===== src/rtl/auxSeqPkg.sv =====
package auxSeqPkg;

  typedef enum logic [1:0] {
    ST_OK    = 2'd0,
    ST_BUSY  = 2'd1,
    ST_NODEV = 2'd2,
    ST_IOERR = 2'd3
  } auxStat_e;

  // strobes from the sequencer control to the datapath and timer
  typedef struct packed {
    logic     clrTimer;
    logic     latchReq;
    logic     loadBuf;
    logic     captureRd;
    logic     setStat;
    auxStat_e statCode;
  } seqStrobe_t;

endpackage


===== src/rtl/auxSeqTimer.sv =====
module auxSeqTimer #(
  parameter int CYC_PER_US = 250,
  parameter int US_W       = 10
) (
  input  logic            clk,
  input  logic            rstN,
  input  logic            clr,
  output logic [US_W-1:0] usCnt
);
  localparam int CYC_W = (CYC_PER_US > 1) ? $clog2(CYC_PER_US) : 1;
  localparam logic [CYC_W-1:0] CYC_LAST = CYC_W'(CYC_PER_US - 1);
  localparam logic [US_W-1:0]  US_MAX   = '1;

  logic [CYC_W-1:0] cycCnt;

  always_ff @(posedge clk) begin
    if (!rstN || clr) begin
      cycCnt <= '0;
      usCnt  <= '0;
    end else if (cycCnt == CYC_LAST) begin
      cycCnt <= '0;
      if (usCnt != US_MAX) usCnt <= usCnt + 1'b1;
    end else begin
      cycCnt <= cycCnt + 1'b1;
    end
  end
endmodule


===== src/rtl/auxSeqDatapath.sv =====
module auxSeqDatapath
  import auxSeqPkg::*;
#(
  parameter int BUF_BYTES = 16,
  parameter int ADDR_W    = 20,
  parameter int TYPE_W    = 4,
  parameter int CTRL_W    = 16,
  parameter int SIZE_W    = 5
) (
  input  logic                   clk,
  input  logic                   rstN,
  input  seqStrobe_t             strb,
  input  logic [TYPE_W-1:0]      cmdType,
  input  logic [ADDR_W-1:0]      cmdAddr,
  input  logic [SIZE_W-1:0]      cmdSize,
  input  logic [BUF_BYTES*8-1:0] cmdWrData,
  input  logic [BUF_BYTES*8-1:0] rxData,
  output logic                   isRead,
  output logic [1:0]             status,
  output logic [BUF_BYTES*8-1:0] rdData,
  output logic [CTRL_W-1:0]      txCtrl,
  output logic [ADDR_W-1:0]      txAddr,
  output logic [BUF_BYTES*8-1:0] txWrData
);
  localparam int DATA_W = BUF_BYTES * 8;
  localparam int CNT_W  = (BUF_BYTES > 1) ? $clog2(BUF_BYTES) : 1;
  localparam int PAD_W  = CTRL_W - TYPE_W - CNT_W;

  logic [TYPE_W-1:0] reqType;
  logic [SIZE_W-1:0] reqSize;
  logic [DATA_W-1:0] reqData;
  logic [DATA_W-1:0] byteMask;
  logic [CNT_W-1:0]  sizeM1;

  for (genvar g = 0; g < BUF_BYTES; g++) begin : gMask
    assign byteMask[g*8 +: 8] = {8{SIZE_W'(g) < reqSize}};
  end

  assign isRead = reqType[0];
  assign sizeM1 = CNT_W'(reqSize - SIZE_W'(1));
  assign txCtrl = {reqType, {PAD_W{1'b0}}, sizeM1};

  always_ff @(posedge clk) begin
    if (!rstN) begin
      reqType  <= '0;
      reqSize  <= SIZE_W'(1);
      reqData  <= '0;
      txAddr   <= '0;
      txWrData <= '0;
      rdData   <= '0;
      status   <= ST_OK;
    end else begin
      if (strb.latchReq) begin
        reqType  <= cmdType;
        reqSize  <= cmdSize;
        reqData  <= cmdWrData;
        txAddr   <= cmdAddr;
        txWrData <= '0;
        rdData   <= '0;
      end
      if (strb.loadBuf) txWrData <= isRead ? '0 : (reqData & byteMask);
      if (strb.captureRd) rdData <= rxData & byteMask;
      if (strb.setStat) status <= strb.statCode;
    end
  end
endmodule


===== src/rtl/auxSeqCtrl.sv =====
module auxSeqCtrl
  import auxSeqPkg::*;
#(
  parameter int TIMEOUT_US     = 1000,
  parameter int RETRY_DELAY_US = 400,
  parameter int MAX_TRIES      = 32,
  parameter int US_W           = 10,
  parameter int STAT_W         = 8
) (
  input  logic              clk,
  input  logic              rstN,
  input  logic              start,
  input  logic              isRead,
  input  logic              lineBusy,
  input  logic              ownGrant,
  input  logic              sinkPresent,
  input  logic              txPending,
  input  logic [STAT_W-1:0] txStat,
  input  logic [US_W-1:0]   usCnt,
  output seqStrobe_t        strb,
  output logic              ownReq,
  output logic              txReset,
  output logic              txGo,
  output logic              done
);
  localparam int TRY_W = (MAX_TRIES > 1) ? $clog2(MAX_TRIES) : 1;
  localparam logic [TRY_W-1:0] TRY_LAST  = TRY_W'(MAX_TRIES - 1);
  localparam logic [US_W-1:0]  TOUT_LIM  = US_W'(TIMEOUT_US);
  localparam logic [US_W-1:0]  DELAY_LIM = US_W'(RETRY_DELAY_US);

  typedef enum logic [3:0] {
    S_IDLE, S_WAITIDLE, S_GRANT, S_SINK, S_LOAD, S_RSTON,
    S_RSTOFF, S_DELAY, S_ISSUE, S_PEND, S_EVAL, S_DONE
  } seqState_e;

  seqState_e st, nxt;
  logic [TRY_W-1:0] tryIdx;
  logic             tryInc, tryClr;

  always_comb begin
    nxt     = st;
    strb    = '0;
    txReset = 1'b0;
    txGo    = 1'b0;
    tryInc  = 1'b0;
    tryClr  = 1'b0;
    unique case (st)
      S_IDLE:
        if (start) begin
          strb.latchReq = 1'b1;
          nxt = S_WAITIDLE;
        end
      S_WAITIDLE:
        if (!lineBusy) nxt = S_GRANT;
        else if (usCnt >= TOUT_LIM) begin
          strb.setStat = 1'b1;
          strb.statCode = ST_BUSY;
          nxt = S_DONE;
        end
      S_GRANT:
        if (ownGrant) nxt = S_SINK;
        else if (usCnt >= TOUT_LIM) begin
          strb.setStat = 1'b1;
          strb.statCode = ST_BUSY;
          nxt = S_DONE;
        end
      S_SINK:
        if (!sinkPresent) begin
          strb.setStat = 1'b1;
          strb.statCode = ST_NODEV;
          nxt = S_DONE;
        end else nxt = S_LOAD;
      S_LOAD: begin
        strb.loadBuf = 1'b1;
        tryClr = 1'b1;
        nxt = S_RSTON;
      end
      S_RSTON: begin
        txReset = 1'b1;
        nxt = S_RSTOFF;
      end
      S_RSTOFF:
        nxt = (tryIdx != '0) ? S_DELAY : S_ISSUE;
      S_DELAY:
        if (usCnt >= DELAY_LIM) nxt = S_ISSUE;
      S_ISSUE: begin
        txGo = 1'b1;
        nxt = S_PEND;
      end
      S_PEND:
        if (!txPending) nxt = S_EVAL;
        else if (usCnt >= TOUT_LIM) begin
          strb.setStat = 1'b1;
          strb.statCode = ST_IOERR;
          nxt = S_DONE;
        end
      S_EVAL:
        if (txStat == '0) begin
          strb.setStat = 1'b1;
          strb.statCode = ST_OK;
          strb.captureRd = isRead;
          nxt = S_DONE;
        end else if (tryIdx == TRY_LAST) begin
          strb.setStat = 1'b1;
          strb.statCode = ST_IOERR;
          nxt = S_DONE;
        end else begin
          tryInc = 1'b1;
          nxt = S_RSTON;
        end
      S_DONE:
        nxt = S_IDLE;
      default:
        nxt = S_IDLE;
    endcase
    strb.clrTimer = (nxt != st);
  end

  always_ff @(posedge clk) begin
    if (!rstN) begin
      st     <= S_IDLE;
      tryIdx <= '0;
      ownReq <= 1'b0;
    end else begin
      st <= nxt;
      if (tryClr) tryIdx <= '0;
      else if (tryInc) tryIdx <= tryIdx + 1'b1;
      ownReq <= (nxt inside {S_GRANT, S_SINK, S_LOAD, S_RSTON, S_RSTOFF,
                             S_DELAY, S_ISSUE, S_PEND, S_EVAL});
    end
  end

  assign done = (st == S_DONE);
endmodule


===== src/rtl/auxSeqTop.sv =====
module auxSeqTop
  import auxSeqPkg::*;
#(
  parameter int CYC_PER_US     = 250,
  parameter int TIMEOUT_US     = 1000,
  parameter int RETRY_DELAY_US = 400,
  parameter int MAX_TRIES      = 32,
  parameter int BUF_BYTES      = 16,
  parameter int ADDR_W         = 20,
  parameter int STAT_W         = 8
) (
  input  logic                   clk,
  input  logic                   rstN,
  input  logic                   start,
  input  logic [3:0]             cmdType,
  input  logic [ADDR_W-1:0]      cmdAddr,
  input  logic [$clog2(BUF_BYTES+1)-1:0] cmdSize,
  input  logic [BUF_BYTES*8-1:0] cmdWrData,
  output logic                   done,
  output logic [1:0]             status,
  output logic [BUF_BYTES*8-1:0] rdData,
  input  logic                   lineBusy,
  output logic                   ownReq,
  input  logic                   ownGrant,
  input  logic                   sinkPresent,
  output logic                   txReset,
  output logic                   txGo,
  input  logic                   txPending,
  input  logic [STAT_W-1:0]      txStat,
  output logic [15:0]            txCtrl,
  output logic [ADDR_W-1:0]      txAddr,
  output logic [BUF_BYTES*8-1:0] txWrData,
  input  logic [BUF_BYTES*8-1:0] rxData
);
  localparam int SIZE_W = $clog2(BUF_BYTES + 1);
  localparam int US_MAXV = (TIMEOUT_US > RETRY_DELAY_US) ? TIMEOUT_US : RETRY_DELAY_US;
  localparam int US_W = $clog2(US_MAXV + 1);

  seqStrobe_t      strb;
  logic            isRead;
  logic [US_W-1:0] usCnt;

  auxSeqTimer #(.CYC_PER_US(CYC_PER_US), .US_W(US_W)) timer_i (
    .clk(clk), .rstN(rstN), .clr(strb.clrTimer), .usCnt(usCnt)
  );

  auxSeqCtrl #(
    .TIMEOUT_US(TIMEOUT_US), .RETRY_DELAY_US(RETRY_DELAY_US),
    .MAX_TRIES(MAX_TRIES), .US_W(US_W), .STAT_W(STAT_W)
  ) ctrl_i (
    .clk(clk), .rstN(rstN), .start(start), .isRead(isRead),
    .lineBusy(lineBusy), .ownGrant(ownGrant), .sinkPresent(sinkPresent),
    .txPending(txPending), .txStat(txStat), .usCnt(usCnt), .strb(strb),
    .ownReq(ownReq), .txReset(txReset), .txGo(txGo), .done(done)
  );

  auxSeqDatapath #(
    .BUF_BYTES(BUF_BYTES), .ADDR_W(ADDR_W), .TYPE_W(4), .CTRL_W(16),
    .SIZE_W(SIZE_W)
  ) dp_i (
    .clk(clk), .rstN(rstN), .strb(strb), .cmdType(cmdType),
    .cmdAddr(cmdAddr), .cmdSize(cmdSize), .cmdWrData(cmdWrData),
    .rxData(rxData), .isRead(isRead), .status(status), .rdData(rdData),
    .txCtrl(txCtrl), .txAddr(txAddr), .txWrData(txWrData)
  );
endmodule


===== config.mk =====
export PLATFORM = sky130hd
export DESIGN_NAME = auxSeqTop
export DESIGN_NICKNAME = d
export VERILOG_FILES = /design/src/rtl/auxSeqPkg.sv /design/src/rtl/auxSeqTimer.sv /design/src/rtl/auxSeqDatapath.sv /design/src/rtl/auxSeqCtrl.sv /design/src/rtl/auxSeqTop.sv
export SDC_FILE = /design/constraint.sdc
export NUM_CORES = 1
export LEC_CHECK = 0
export BUFFER_PORTS_ARGS = -buffer_cell sky130_fd_sc_hd__buf_2
export CORE_AREA = 2 2 236 238
export DETAILED_ROUTE_END_ITERATION = 10
export DIE_AREA = 0 0 238 240
export GPL_TIMING_DRIVEN = 0
export PLACE_DENSITY = 0.5
export REMOVE_ABC_BUFFERS = 1
export SYNTH_ARGS = -nofsm -noshare
export SYNTH_HDL_FRONTEND = slang
export SYNTH_SLANG_ARGS = --single-unit

===== constraint.sdc =====
create_clock -name clk -period 2.7 [get_ports clk]
set_clock_uncertainty 0.1 [all_clocks]
set_input_delay 0.405 -clock clk [delete_from_list [all_inputs] [get_ports clk]]
set_output_delay 0.405 -clock clk [all_outputs]
set_load 0.01 [all_outputs]

## Yosys cells after proc, flatten, opt, wreduce, memory -nomap -nowiden

Cells that the tools add are included.

- Bits in registers: 443
- Latch bits: 0
- RAM bits: 0
- Bits in read-only memories: 0
- Input port bits: 300
- Output and inout bits: 298
- Word-level logic and storage cells: 106
- Memories kept: 0

- $add $sub $neg: 4
- $mul: 0
- Divide/modulo/power cells: 0
- Magnitude comparators: 18
- Equal/unequal tests: 24
- Shift operators: 0
- Muxes and demuxes: 34
- Bitwise gates (word level): 3
- Reduce and logical (&&, ||, !) cells: 11

Operators with widths:

| cell | count |
|---|---|
| $mux W128 | 4 |
| $and A128 B128 Y128 | 2 |
| $pmux W4 S11 | 1 |
| $lt A4 B5 Y1 const A | 8 |
| $mux W4 | 10 |
| $eq A4 B3 Y1 const B | 8 |
| $eq A4 B4 Y1 const B | 7 |
| $mux W3 | 8 |
| $lt A3 B5 Y1 const A | 4 |
| $eq A4 B2 Y1 const B | 4 |
| $pmux W3 S5 | 1 |
| $add A10 B1 Y10 const B | 1 |
| $ge A10 B10 Y1 const B | 1 |
| $ge A10 B9 Y1 const B | 1 |
| $lt A1 B5 Y1 const A | 2 |
| $lt A2 B5 Y1 const A | 2 |
| $mux W1 | 10 |
| $ne A10 B10 Y1 const B | 1 |
| $reduce_bool A9 Y1 | 1 |
| $add A8 B1 Y8 const B | 1 |
| $eq A8 B8 Y1 const B | 1 |
| $logic_not A8 Y1 | 1 |
| $add A5 B1 Y5 const B | 1 |
| $eq A5 B5 Y1 const B | 1 |
| other kinds (11) | 13 |

## Longest topological paths before layout

Gate-level depths: netlist of the first run.

- Word-level depth: 7
- Gate-level depth with buffers: 10
- Gate-level depth less buffers: 9

## By module

A second synthesis of the first run with hierarchy kept.

- Cells, all modules: 1452
- Area, all modules: 16569.6 um^2

Modules (own cells, without submodules):

| module | times used | cells an instance | area each (um^2) | seq. area each (um^2) |
|---|---|---|---|---|
| auxSeqDatapath | 1 | 1232 | 14756.7 | 8308.0 |
| auxSeqTimer | 1 | 103 | 910.9 | 360.3 |
| auxSeqCtrl | 1 | 117 | 902.1 | 200.2 |

## Least setup slack after synthesis of the first run

OpenSTA, ideal clock, no wires.

- Kind: input to register
- From: input txStat[5]
- To: register timer_i.usCnt[0]
- Setup time: 0.073 ns
- Data arrival time: 2.295 ns
- Data required time: 2.527 ns
- Setup slack: 0.232 ns
- Stages on the path: 7
- Buffers on the path: 1
- Cell sequence: or4_4 > o211ai_4 > o21ai_2 > o41ai_4 > nand4b_4 > buf_6 > nor3_2

- Longest elaborated chain between the ends: 5

RTL lines:

| what | line | source |
|---|---|---|
| start, declared | auxSeqTop.sv:29 | `input logic [STAT_W-1:0] txStat,` |
| $logic_not A8 Y1 | auxSeqCtrl.sv:98 | `if (txStat == '0) begin` |
| $mux W4 | auxSeqCtrl.sv:98 |  |
| $pmux W4 S11 | auxSeqCtrl.sv:47 | `unique case (st)` |
| $ne A4 B4 Y1 | auxSeqCtrl.sv:116 | `strb.clrTimer = (nxt != st);` |
| $logic_or A1 B1 Y1 | auxSeqTimer.sv:17 | `if (!rstN \|\| clr) begin` |
| end signal, assigned | auxSeqTimer.sv:22 | `if (usCnt != US_MAX) usCnt <= usCnt + 1'b1;` |
| end, declared | auxSeqTimer.sv:8 | `output logic [US_W-1:0] usCnt` |

No other way between the ends.
A chain may end at the register's enable or synchronous reset.

## Worst setup path after layout of the first run

- From: register ctrl_i.tryIdx[0]
- To: register timer_i.usCnt[0]

- Longest elaborated chain between the ends: 6
- Elaborated cells on any way between the ends: 8
- Classes of those cells: 2 x eq/ne; 4 x mux; 2 x reduce/logical

RTL lines:

| what | line | source |
|---|---|---|
| start, declared | auxSeqCtrl.sv:37 | `logic [TRY_W-1:0] tryIdx;` |
| start signal, assigned | auxSeqCtrl.sv:127 | `else if (tryInc) tryIdx <= tryIdx + 1'b1;` |
| $eq A5 B5 Y1 | auxSeqCtrl.sv:103 | `end else if (tryIdx == TRY_LAST) begin` |
| $mux W4 | auxSeqCtrl.sv:103 |  |
| $mux W4 | auxSeqCtrl.sv:98 |  |
| $pmux W4 S11 (*) | auxSeqCtrl.sv:47 |  |
| $ne A4 B4 Y1 (*) | auxSeqCtrl.sv:116 |  |
| $logic_or A1 B1 Y1 (*) | auxSeqTimer.sv:17 |  |

Mark *: on every way between the ends. The rest lies on a longest branch, timed or not.

==> qor.yml, run 1 <==
global_route:
  grt_usage_pct: 20.4
  antenna_found_initial: 6
  grt_max_degree: 175
  gr-max-usage-layer: "met2"
  grt_pass1_wl_mm: 91.6
  use_met2_pct: 35.4
  grt_overflow: 0
  use_met1_pct: 24.1
  met3_usage_pct: 5.80
  grt_pass1_vias: 15900
worst_setup_path:
  required_ns: 3.12
  crit_path_start_kind: "flop"
  crit_path_max_incr_delay_ns: 0.40
  crit_fanout: 16
  worstPathCellList: "ha_1 -> and3_1 -> ha_2 -> nand3b_1 -> a211oi_2 -> or2_4 -> o41ai_4 -> nand4b_4 -> buf_12 -> buf_4 -> nor3_2"
  critPathCaptureType: "flop"
  worstSetupPathType: "reg -> reg"
  worstPathArrival_ns: 2.99
  critical_path.slowest_cell: "o41ai_4"
floorplanning:
  fp.coreArea_sq_um: 54700
  dieArea_sq_um: 57100
  num_io_pins: 598
  start_util_pct: 31.2
  die_w_um: 238
  fp-row-count: 86
  dieHeight_um: 240
drt:
  dr.pass1.iters: 5
  ant_nets: 0
  drc: 0
  wl_per_cell_um: 18.4
  postRouteWirelength_mm: 62.5
  drt-initial-drc-count: 839
  routed_via_density: 4.80
  dr_total_vias: 16300
finish:
  multi_input_area_sq_um: 7820
  layout-drive-gt1-share_pct: 28.8
  area_growth_pct: 49.8
  final_nets: 2955
  final_area_sq_um: 25500
  fillers: 5289
  instances_no_fill: 3391
  regArea_sq_um: 8870
yosys:
  yosys.area.top_type_share_pct: 52.0
  synth_common_cells: "dfxtp_1 (443), nand2_1 (324), nor2b_1 (236)"
  yosysMostFrequentCell: "dfxtp_1"
  postSynthAreaPerCell_sq_um: 9.31
  ys_async_sr_fraction_pct: 0
  synth-edff-count: 0
  synthTopCellsByArea: "dfxtp_1 (52%), a22oi_1 (10%), nor2b_1 (8.7%), a21boi_0 (8.0%), nand2_1 (7.1%)"
  synth_seq_cells: 443
  yosys_warnings: 0
  synth_top_area_cell: "dfxtp_1"
  syn_inst: 1830
  yosysUniqueCellTypes: 65
  ys_seq_area_share_pct: 52.0
  syn_area_sq_um: 17000
  ys.flop_type: "dfxtp_1"
placement:
  io_buffers: 589
  dpl.cell_count: 3001
  gp_congestion: 0.769
  post_dp_cell_area_sq_um: 20600
  dp_hpwl_mm: 40.8
timing:
  relSlewSlack_pct: 27.6
  fin_crit_sh_pct: 95.2
  fmax_mhz: 389
  hold_viol_final: 0
  tightest_slew_ns: 1.08
  slew_violations: 0
  min_period_ns: 2.57
  setup_viol: 0
pwr:
  leakagePower_nw: 10.5
  power_density_nw_per_um2: 617
  ir_drop_mv: 0.470
run_status:
  status: "complete, no violations"
cts:
  cts_root_buffer: "clkbuf_16"
  clock_latency_ns: 0.60
  cts_made_buffers: 52
  clkTransAtPathRegs_ns: 0.06
  cts_buffer_depth: 3
  htreeDepth: 2
  cts_tree: "built"
  cts.sinks: 443
job:
  maxCapViolCount: 0
hold_path:
  min_path_type: "in -> reg"
-- worst paths after layout --
kind | start | end | slack, ns | cells past startpoint
min reg2reg | dp_i.reqData[30]$_SDFFE_PN0P_ | dp_i.reqData[30]$_SDFFE_PN0P_ | 0.36 | 2
min | rxData[95] | dp_i.rdData[95]$_SDFFE_PN0P_ | 0.05 | 3
max reg2reg | ctrl_i.tryIdx[0]$_SDFFE_PP0P_ | timer_i.usCnt[0]$_SDFFE_PP0P_ | 0.13 | 11
max | ctrl_i.tryIdx[0]$_SDFFE_PP0P_ | timer_i.usCnt[0]$_SDFFE_PP0P_ | 0.13 | 11
-- state kept, by name, summed over array words and instances, names as in the netlist --
name and count:
dp_i.rdData 128, dp_i.reqData 128, dp_i.txWrData 128, dp_i.txAddr 20
timer_i.usCnt 10, timer_i.cycCnt 8, ctrl_i.tryIdx 5, dp_i.reqSize 5
ctrl_i.st 4, dp_i.reqType 4, dp_i.status 2, ctrl_i.ownReq 1
-- cell usage in the layout (no fill, tap or decap), drive strengths merged, types with 8 or more instances in the layout --
cell,synthesis,final
xnor2,10,10
a21boi,181,181
clkinv,0,8
clkbuf,114,74
nand2,324,324
nand3,55,55
inv,16,18
dfxtp,443,443
a21oi,13,13
buf,26,613
a22oi,232,232
xor2,10,10
conb,1,8
ha,8,8
nor2,50,51
dlygate4sd3,0,279
nor4,9,9
nor2b,236,236
nor3,16,16
o21ai,8,8
or3,8,9
-- stage by stage --
| step | power (mW) | setup TNS (ns) | worst slack (ns) | hold slack [ns] | utilization (%) |
|---|---|---|---|---|---|
| 2_1_floorplan | 7.66 | -888.97 | -4.65 | 0.343 | - |
| 3_3_place_gp | 8.41 | -2776.36 | -12.65 | 0.353 | 37.1 |
| 3_5_place_dp | 8.39 | -153.68 | -1.17 | 0.357 | 37.7 |
| 4_1_cts | 15.9 | -1.56 | -0.0732 | 0.000200 | 46.3 |
| 5_1_grt | 16.4 | -0.0147 | -0.0147 | 0.0214 | 46.7 |
| 6_report | 15.7 | 0 | 0.129 | 0.0458 | 46.7 |
-- timing repair --
action,in CTS,in global routing
setup endpoints to repair,274,241
resized for setup,34,29
buffers inserted,7,6
hold buffers,279,0
cloned,2,2
pin swaps,2,1
hold endpoints to repair,279,0
-- routing by layer --
layer  share of wire, %  routed length, um
met4                3.1               1960
met3                6.9               4290
met2                 49              30400
met5              0.093                 58
met1                 41              25700
-- layout make-up --
class,instances,area share [%]
diodes,2,0.0196
clock buffers,74,5.90
clock inverters,18,0.843
inverters,16,0.235
multi-input cells,1242,30.6
flip-flops and latches,443,34.8
well taps,704,3.45
repair buffers,892,24.2
-- power by group --
| part | internal (mW) | switching [mW] |
|---|---|---|
| combinational | 0.824 | 0.980 |
| clock | 4.25 | 2.81 |
| sequential | 6.74 | 0.133 |
-- worst max-delay path: cells and delay by family (launching register included) --
kind	cells	cell delay (ns)
buf+inv	2	0.32
compound gates	2	0.48
flops	1	0.33
fa+ha+maj	2	0.40
simple gates	5	0.86
-- logic make-up after synthesis --
logic type	synth area share [%]
flip-flops	52.0
buffers and inverters	3.95
XOR/XNOR	1.07
adder cells (fa/ha/maj)	0.587
multiplexers	0.235
other	0.0220
AND/OR/NAND/NOR	21.8
AO/OA/AOI/OAI	20.3
Power figures use the tool's default switching activity.
==> inputs of run 2 (changes only) <==
--- a/config.mk
+++ b/config.mk
@@ -5,12 +5,13 @@
 export SDC_FILE = /design/constraint.sdc
 export NUM_CORES = 1
 export LEC_CHECK = 0
+export ABC_AREA = 1
 export BUFFER_PORTS_ARGS = -buffer_cell sky130_fd_sc_hd__buf_2
-export CORE_AREA = 2 2 236 238
+export CORE_AREA = 2 2 231 233
 export DETAILED_ROUTE_END_ITERATION = 10
-export DIE_AREA = 0 0 238 240
+export DIE_AREA = 0 0 233 235
 export GPL_TIMING_DRIVEN = 0
-export PLACE_DENSITY = 0.5
+export PLACE_DENSITY = 0.51
 export REMOVE_ABC_BUFFERS = 1
 export SYNTH_ARGS = -nofsm -noshare
 export SYNTH_HDL_FRONTEND = slang
==> run 2 against run 1 <==
Die area down 4.1%. Utilization is 0.72 points higher. Final cell count grew 8.7%. Critical path type unchanged. Non-clock buffer count unchanged. Highest routed layer unchanged.
==> qor.yml, run 2 <==
yosys:
  yosysMostFrequentCell: "nand2_1"
  postSynthAreaPerCell_sq_um: 7.69  # -17%
  ys.flop_type: "dfxtp_1"
  ys_async_sr_fraction_pct: 0  # unchanged
  yosysUniqueCellTypes: 39  # -40%
  syn_inst: 2132  # +17%
  synth-edff-count: 0  # unchanged
  synth_common_cells: "nand2_1 (724), dfxtp_1 (443), a21oi_1 (417)"
  synthTopCellsByArea: "dfxtp_1 (54%), nand2_1 (17%), a21oi_1 (13%), nand3_1 (4.1%), nor2_1 (2.0%)"
  ys_seq_area_share_pct: 54.1  # +2.0 points
  yosys_warnings: 0  # unchanged
  synth_top_area_cell: "dfxtp_1"
  syn_area_sq_um: 16400  # -3.8%
  synth_seq_cells: 443  # unchanged
  yosys.area.top_type_share_pct: 54.1  # +2.0 points
cts:
  clock_latency_ns: 0.58  # -0.02 ns
  cts_root_buffer: "clkbuf_16"
  cts.sinks: 443  # unchanged
  htreeDepth: 2  # unchanged
  cts_made_buffers: 50  # -3.8%
  clkTransAtPathRegs_ns: 0.06  # about the same
  cts_buffer_depth: 3  # unchanged
  cts_tree: "built"
global_route:
  grt_overflow: 0  # unchanged
  antenna_found_initial: 2  # -4
  grt_max_degree: 130  # -26%
  grt_pass1_wl_mm: 95.9  # +4.7%
  grt_usage_pct: 22.2  # +1.8 points
  grt_pass1_vias: 17100  # +8.0%
worst_setup_path:
  worstSetupPathType: "reg -> reg"
  crit_fanout: 40  # +24
  crit_path_max_incr_delay_ns: 0.35  # -0.05 ns
  worstPathCellList: "inv_2 -> nand2_2 -> inv_4 -> nand3_4 -> buf_16 -> inv_16 -> nor2_4 -> buf_12 -> buf_12 -> buf_16 -> a22oi_1 -> nor2_1"
  required_ns: 3.05  # -0.07 ns
  critPathCaptureType: "flop"
  crit_path_start_kind: "flop"
  critPathBufInv: 7  # +5
  critical_path.slowest_cell: "dfxtp_1"
  critical-path-top-delay-family: "buffers and inverters"
  worstPathArrival_ns: 2.89  # -0.10 ns
floorplanning:
  fp-row-count: 84  # -2.3%
  num_io_pins: 598  # unchanged
  fp.coreArea_sq_um: 52200  # -4.4%
  die_w_um: 233  # -2.1%
  dieHeight_um: 235  # -2.1%
  start_util_pct: 31.4  # +0.22 points
  dieArea_sq_um: 54800  # -4.1%
finish:
  layout-drive-gt1-share_pct: 25.8  # -3.0 points
  final_common_cell: "nand2_1"
  multi_input_area_sq_um: 6810  # -13%
  final_cell_mix: "nand2_1 (722), buf_2 (589), dfxtp_1 (442)"
  final_nets: 3262  # +10%
  reg_top3: "dp_i.rdData x128, dp_i.reqData x128, dp_i.txWrData x128"
  regArea_sq_um: 8870  # about the same
  fillers: 5130  # -3.0%
  final_area_sq_um: 24800  # -3.0%
  area_growth_pct: 51.0
timing:
  min_period_ns: 2.55  # -0.0228 ns
  whs_ns: 0.0346  # -0.0112 ns
  setup_tns_ns: 0  # unchanged
  rsz0062_at_grt: "no"
  setup_viol: 0  # unchanged
  tightest_slew_ns: 0.772  # -0.306 ns
  hold_viol_final: 0  # unchanged
  fin_crit_sh_pct: 94.4  # -0.85 points
  slew_violations: 0  # unchanged
  fmax_mhz: 392  # +0.90%
  relSlewSlack_pct: 48.5  # +21 points
pwr:
  switching_share_pct: 28.2  # +3.3 points
  leakagePower_nw: 10.6  # +1.3%
  ir_drop_mv: 0.456  # -3.1%
  p_clk_share_pct: 41.1  # -3.7 points
  power_density_nw_per_um2: 666  # +8.0%
  pwr-share-comb_pct: 16.4  # +4.9 points
  p_sw_mw: 4.66  # +19%
  p_int_mw: 11.8  # +0.24%
  seqPwrFrac_pct: 42.5  # -1.2 points
placement:
  dp_hpwl_mm: 41.2  # +0.98%
  io_buffers: 589  # unchanged
  gp_congestion: 0.889  # +16%
  post_dp_cell_area_sq_um: 20100  # -2.7%
job:
  maxCapViolCount: 0  # unchanged
drt:
  drc: 0  # unchanged
  wl_per_cell_um: 17.4  # -5.6%
  dr.pass1.iters: 5  # unchanged
  routed_via_density: 4.73  # -1.4%
  postRouteWirelength_mm: 64.1  # +2.6%
  ant_nets: 0  # unchanged
  dr_total_vias: 17400  # +7.2%
  drt-initial-drc-count: 901  # +7.4%
run_status:
  status: "complete, no violations"
hold_path:
  min_path_type: "in -> reg"
run 2: cell count changes in the layout (fill, tap and decap cells not counted), moves of 22 or more:
cell      change
a21boi_0    -179
inv_1        +40
nand2_1     +399
o21ai_0      +22
nor2b_1     -235
a22oi_1     -224
nand3_1      +79
nor2_1       +58
a21oi_1     +406
run 2: worst paths after layout:
kind | from | to | slack, ns | cells past startpoint
worst max register to register | ctrl_i.st[1]$_SDFF_PN0_ | dp_i.txWrData[103]$_SDFFE_PN0P_ | 0.15 | 12
worst min register to register | dp_i.reqData[20]$_SDFFE_PN0P_ | dp_i.txWrData[20]$_SDFFE_PN0P_ | 0.36 | 2
worst min-delay path | rxData[29] | dp_i.rdData[29]$_SDFFE_PN0P_ | 0.03 | 3
worst max-delay path | ctrl_i.st[1]$_SDFF_PN0_ | dp_i.txWrData[103]$_SDFFE_PN0P_ | 0.15 | 12
run 2: stage by stage:
stage / setup slack [ns] / instances / utilization, % / power [mW]
after floorplan: -6.63 / 2003 / - / 8.24
after global placement: -16.85 / 3280 / 37.6 / 9.23
after detailed placement: -1.19 / 3296 / 38.4 / 9.29
after CTS: 0.0171 / 3679 / 47.3 / 16.7
after global routing: 0.00211 / 3684 / 47.4 / 17.2
final: 0.151 / 3685 / 47.4 / 16.5
run 2: power by group through the flow:
stage | logic (mW) | registers, mW | clock network, mW
after floorplan | 1.10 | 7.14 | 0
after global placement | 2.09 | 7.14 | 0
after detailed placement | 2.15 | 7.14 | 0
after CTS | 2.70 | 7.01 | 6.96
after global routing | 2.95 | 7.04 | 7.23
final | 2.71 | 7.01 | 6.79
run 2: logic make-up (layout without fill, tap and decap cells):
family                   Yosys count  after routing  synth area share (%)
buffers and inverters            207           1058                  5.36
AND/OR/NAND/NOR                  990            995                  24.5
adder cells (fa/ha/maj)            8              8                 0.610
AO/OA/AOI/OAI                    466            466                  14.5
other                              1             10                0.0229
XOR/XNOR                          17             17                 0.954
flip-flops                       443            443                  54.1
run 2: timing repair:
action	4_1_cts	5_1_grt
hold buffers	273	0
endpoints found under the setup margin	426	101
gates resized for setup	17	8
endpoints found under the hold margin	273	0
gates cloned	9	1
pin swaps	4	2
setup buffers	8	3
run 2: final cells by class:
| cell class | instances | share of cell area (%) |
|---|---|---|
| Inverter | 71 | 1.21 |
| Timing Repair inverter | 2 | 0.0556 |
| Multi-Input combinational cell | 1494 | 27.5 |
| Clock buffer | 73 | 5.97 |
| Antenna cell | 2 | 0.0202 |
| Timing Repair Buffer | 892 | 25.2 |
| Tap cell | 688 | 3.48 |
| Clock inverter | 20 | 0.717 |
| Sequential cell | 443 | 35.8 |
run 2: metal layers:
layer  vias to the layer above  track usage, %  wire, um
li1                       8574               -         -
met2                       578            39.0     31200
met3                       113            4.73      4300
met1                      8158            26.5     26600
met5                         -               0        13
met4                         2            8.09      1940
run 2: tightest hold or removal path, cell delays in order:
cell and delay, ns:
buf_2 0.12, nand3_1 0.07, a21oi_1 0.06
==> inputs of run 3 (changes only) <==
--- a/config.mk
+++ b/config.mk
@@ -5,13 +5,11 @@
 export SDC_FILE = /design/constraint.sdc
 export NUM_CORES = 1
 export LEC_CHECK = 0
-export ABC_AREA = 1
 export BUFFER_PORTS_ARGS = -buffer_cell sky130_fd_sc_hd__buf_2
-export CORE_AREA = 2 2 231 233
+export CORE_AREA = 2 2 236 238
 export DETAILED_ROUTE_END_ITERATION = 10
-export DIE_AREA = 0 0 233 235
-export GPL_TIMING_DRIVEN = 0
-export PLACE_DENSITY = 0.51
+export DIE_AREA = 0 0 238 240
+export PLACE_DENSITY = 0.5
 export REMOVE_ABC_BUFFERS = 1
 export SYNTH_ARGS = -nofsm -noshare
 export SYNTH_HDL_FRONTEND = slang
==> run 3 against run 2 <==
Clock-buffer cell count up 5. Final area up 2.1%. Clock power down 3.7%. Maximum frequency down 1.3%. Non-clock buffer count up 32. Worst setup slack worse by 0.033 ns. Final cell count down 7.4%. Wire length down 3.5%. Critical path type unchanged. Largest power group unchanged. Highest routed layer is now met4.
==> qor.yml, run 3 (synthesized netlist as in run 1, its figures left out) <==
run_status:
  status: "complete, no violations"
cts:
  cts_setup_buffers: 0  # -8
  cts.sinks: 443  # unchanged
  cts_made_buffers: 50  # unchanged
  htreeDepth: 2  # unchanged
  cts_buffer_depth: 3  # unchanged
  clkTransAtPathRegs_ns: 0.06  # about the same
  cts_root_buffer: "clkbuf_16"
  clock_latency_ns: 0.58  # about the same
  cts_tree: "built"
global_route:
  grt_overflow: 0  # unchanged
  grt_pass1_vias: 16000  # -6.5%
  grt_max_degree: 210  # +62%
  antenna_found_initial: 0  # -2
  grt_pass1_wl_mm: 93.0  # -3.0%
  grt_usage_pct: 20.5  # -1.7 points
worst_setup_path:
  critical_path.slowest_cell: "o41ai_4"
  critPathMostFrequentCell: "ha_1"
  crit_fanout: 18  # -55%
  critPathBufInv: 1  # -6
  crit_path_start_kind: "flop"
  regToRegSetupSlack_ns: 0.12  # -0.03 ns
  crit_path_max_incr_delay_ns: 0.37  # +0.02 ns
  critical-path-top-delay-family: "simple AND/OR/NAND/NOR gates"
  critPathCaptureType: "flop"
  required_ns: 3.09  # +0.04 ns
  worstPathCellList: "ha_1 -> and3_1 -> ha_1 -> nand3b_1 -> a211oi_1 -> or2_4 -> o41ai_4 -> nand4b_4 -> buf_12 -> nor4_1"
  timing.rr.start: "ctrl_i.tryIdx[1]$_SDFFE_PP0P_"
  worstSetupPathType: "reg -> reg"
  worstPathArrival_ns: 2.97  # +0.08 ns
  startpoint: "ctrl_i.tryIdx[1]$_SDFFE_PP0P_"
hold_path:
  holdCritStartpoint: "rxData[121]"
  min_path_type: "in -> reg"
placement:
  io_buffers: 589  # unchanged
  dp_hpwl_mm: 41.7  # +1.4%
  gp_congestion: 0.819  # -7.8%
  dpl.cell_count: 3051  # -7.4%
finish:
  reg_top3: "dp_i.rdData x128, dp_i.reqData x128, dp_i.txWrData x128"
  instances_no_fill: 3413  # -7.4%
  layout-drive-gt1-share_pct: 28.1  # +2.3 points
  final_common_cell: "buf_2"
  fin_util_pct: 46.3  # -1.2 points
  final_nets: 2981  # -8.6%
  area_growth_pct: 48.4
  final_cell_mix: "buf_2 (588), dfxtp_1 (443), nand2_1 (323)"
drt:
  dr.pass1.iters: 5  # unchanged
  postRouteWirelength_mm: 61.9  # -3.5%
  ant_nets: 0  # unchanged
  dr_total_vias: 16200  # -6.9%
  wl_per_cell_um: 18.1  # +4.2%
  drt-initial-drc-count: 818  # -9.2%
  routed_via_density: 4.75  # +0.54%
  drc: 0  # unchanged
timing:
  fmax_mhz: 387  # -1.3%
  relSlewSlack_pct: 25.8  # -23 points
  tightest_slew_ns: 1.11  # +0.333 ns
  rsz0062_at_grt: "no"
  hold_viol_final: 0  # unchanged
  fin_crit_sh_pct: 95.6  # +1.2 points
  setup_viol: 0  # unchanged
  min_period_ns: 2.58  # +0.0335 ns
  slew_violations: 0  # unchanged
pwr:
  leakagePower_nw: 10.5  # -0.92%
  power_density_nw_per_um2: 599  # -10%
  ir_drop_mv: 0.454  # -0.50%
  finalPower_mw: 15.2  # -8.2%
floorplanning:
  dieArea_sq_um: 57100  # +4.3%
  start_util_pct: 31.2  # -0.22 points
  fp.coreArea_sq_um: 54700  # +4.6%
  fp-row-count: 86  # +2.4%
  die_w_um: 238  # +2.1%
  num_io_pins: 598  # unchanged
  dieHeight_um: 240  # +2.1%
job:
  maxCapViolCount: 0  # unchanged
==> run 3: changes by cell type in the layout (fill, tap and decap cells not counted), moves of 10 or more <==
cell	previous run	this run
a21boi_0	1	180
a21oi_1	415	13
a22oi_1	8	232
buf_4	10	48
inv_1	56	16
nand2_1	722	323
nand3_1	133	54
nor2_1	80	45
nor2_2	27	4
nor2b_1	0	236
nor3_2	0	10
o21ai_0	28	6
==> run 3: report_power, final <==
| group | leakage [nW] | total (mW) | switching (mW) | internal [mW] |
|---|---|---|---|---|
| combinational | 6.13 | 1.75 | 0.952 | 0.799 |
| sequential | 3.59 | 6.86 | 0.116 | 6.74 |
| clock | 0.766 | 6.54 | 2.73 | 3.81 |
==> run 3: metal layers <==
layer | GRT usage, % | vias up | routed length [um]
li1 | - | 7971 | -
met1 | 24.8 | 7681 | 26000
met2 | 35.4 | 481 | 29900
met3 | 5.05 | 93 | 4110
met4 | 7.35 | 0 | 1890
met5 | 0 | - | 0
==> run 3: layout make-up <==
class	instances	area, sq um
fillers	5353	29400
flip-flops and latches	443	8870
multi-input cells	1238	7600
repair buffers	924	6320
clock buffers	78	1470
well taps	704	881
clock inverters	9	92.6
inverters	16	60.1
diodes	1	2.50
==> run 3: final timing paths <==
| path | cells past startpoint | end |
|---|---|---|
| max | 10 | timer_i.cycCnt[6]$_SDFF_PP0_ |
| min | 3 | dp_i.rdData[121]$_SDFFE_PN0P_ |
| max reg2reg | 10 | timer_i.cycCnt[6]$_SDFF_PP0_ |
| min reg2reg | 2 | dp_i.reqData[70]$_SDFFE_PN0P_ |
==> run 3: timing repair <==
item	4_1_cts	5_1_grt
setup endpoints to repair	0	8
resized for setup	0	7
endpoints found under the hold margin	274	0
hold buffers	274	0
==> run 3: worst min-delay path: cells and delay by family <==
| family | cells | cell delay, ns |
|---|---|---|
| buffers and inverters | 1 | 0.13 |
| AND/OR/NAND/NOR | 1 | 0.08 |
| AO/OA/AOI/OAI | 1 | 0.07 |
==> run 3: per-stage QoR <==
stage,hold WS (ns),setup WS (ns),cell area (sq um),setup TNS (ns)
2_1_floorplan,0.343,-4.65,16500,-888.97
3_3_place_gp,0.348,0.101,20900,0
3_5_place_dp,0.353,0.0201,20900,0
4_1_cts,0.00409,0.0738,25200,0
5_1_grt,0.0199,0.00841,25300,0
6_report,0.0497,0.118,25300,0
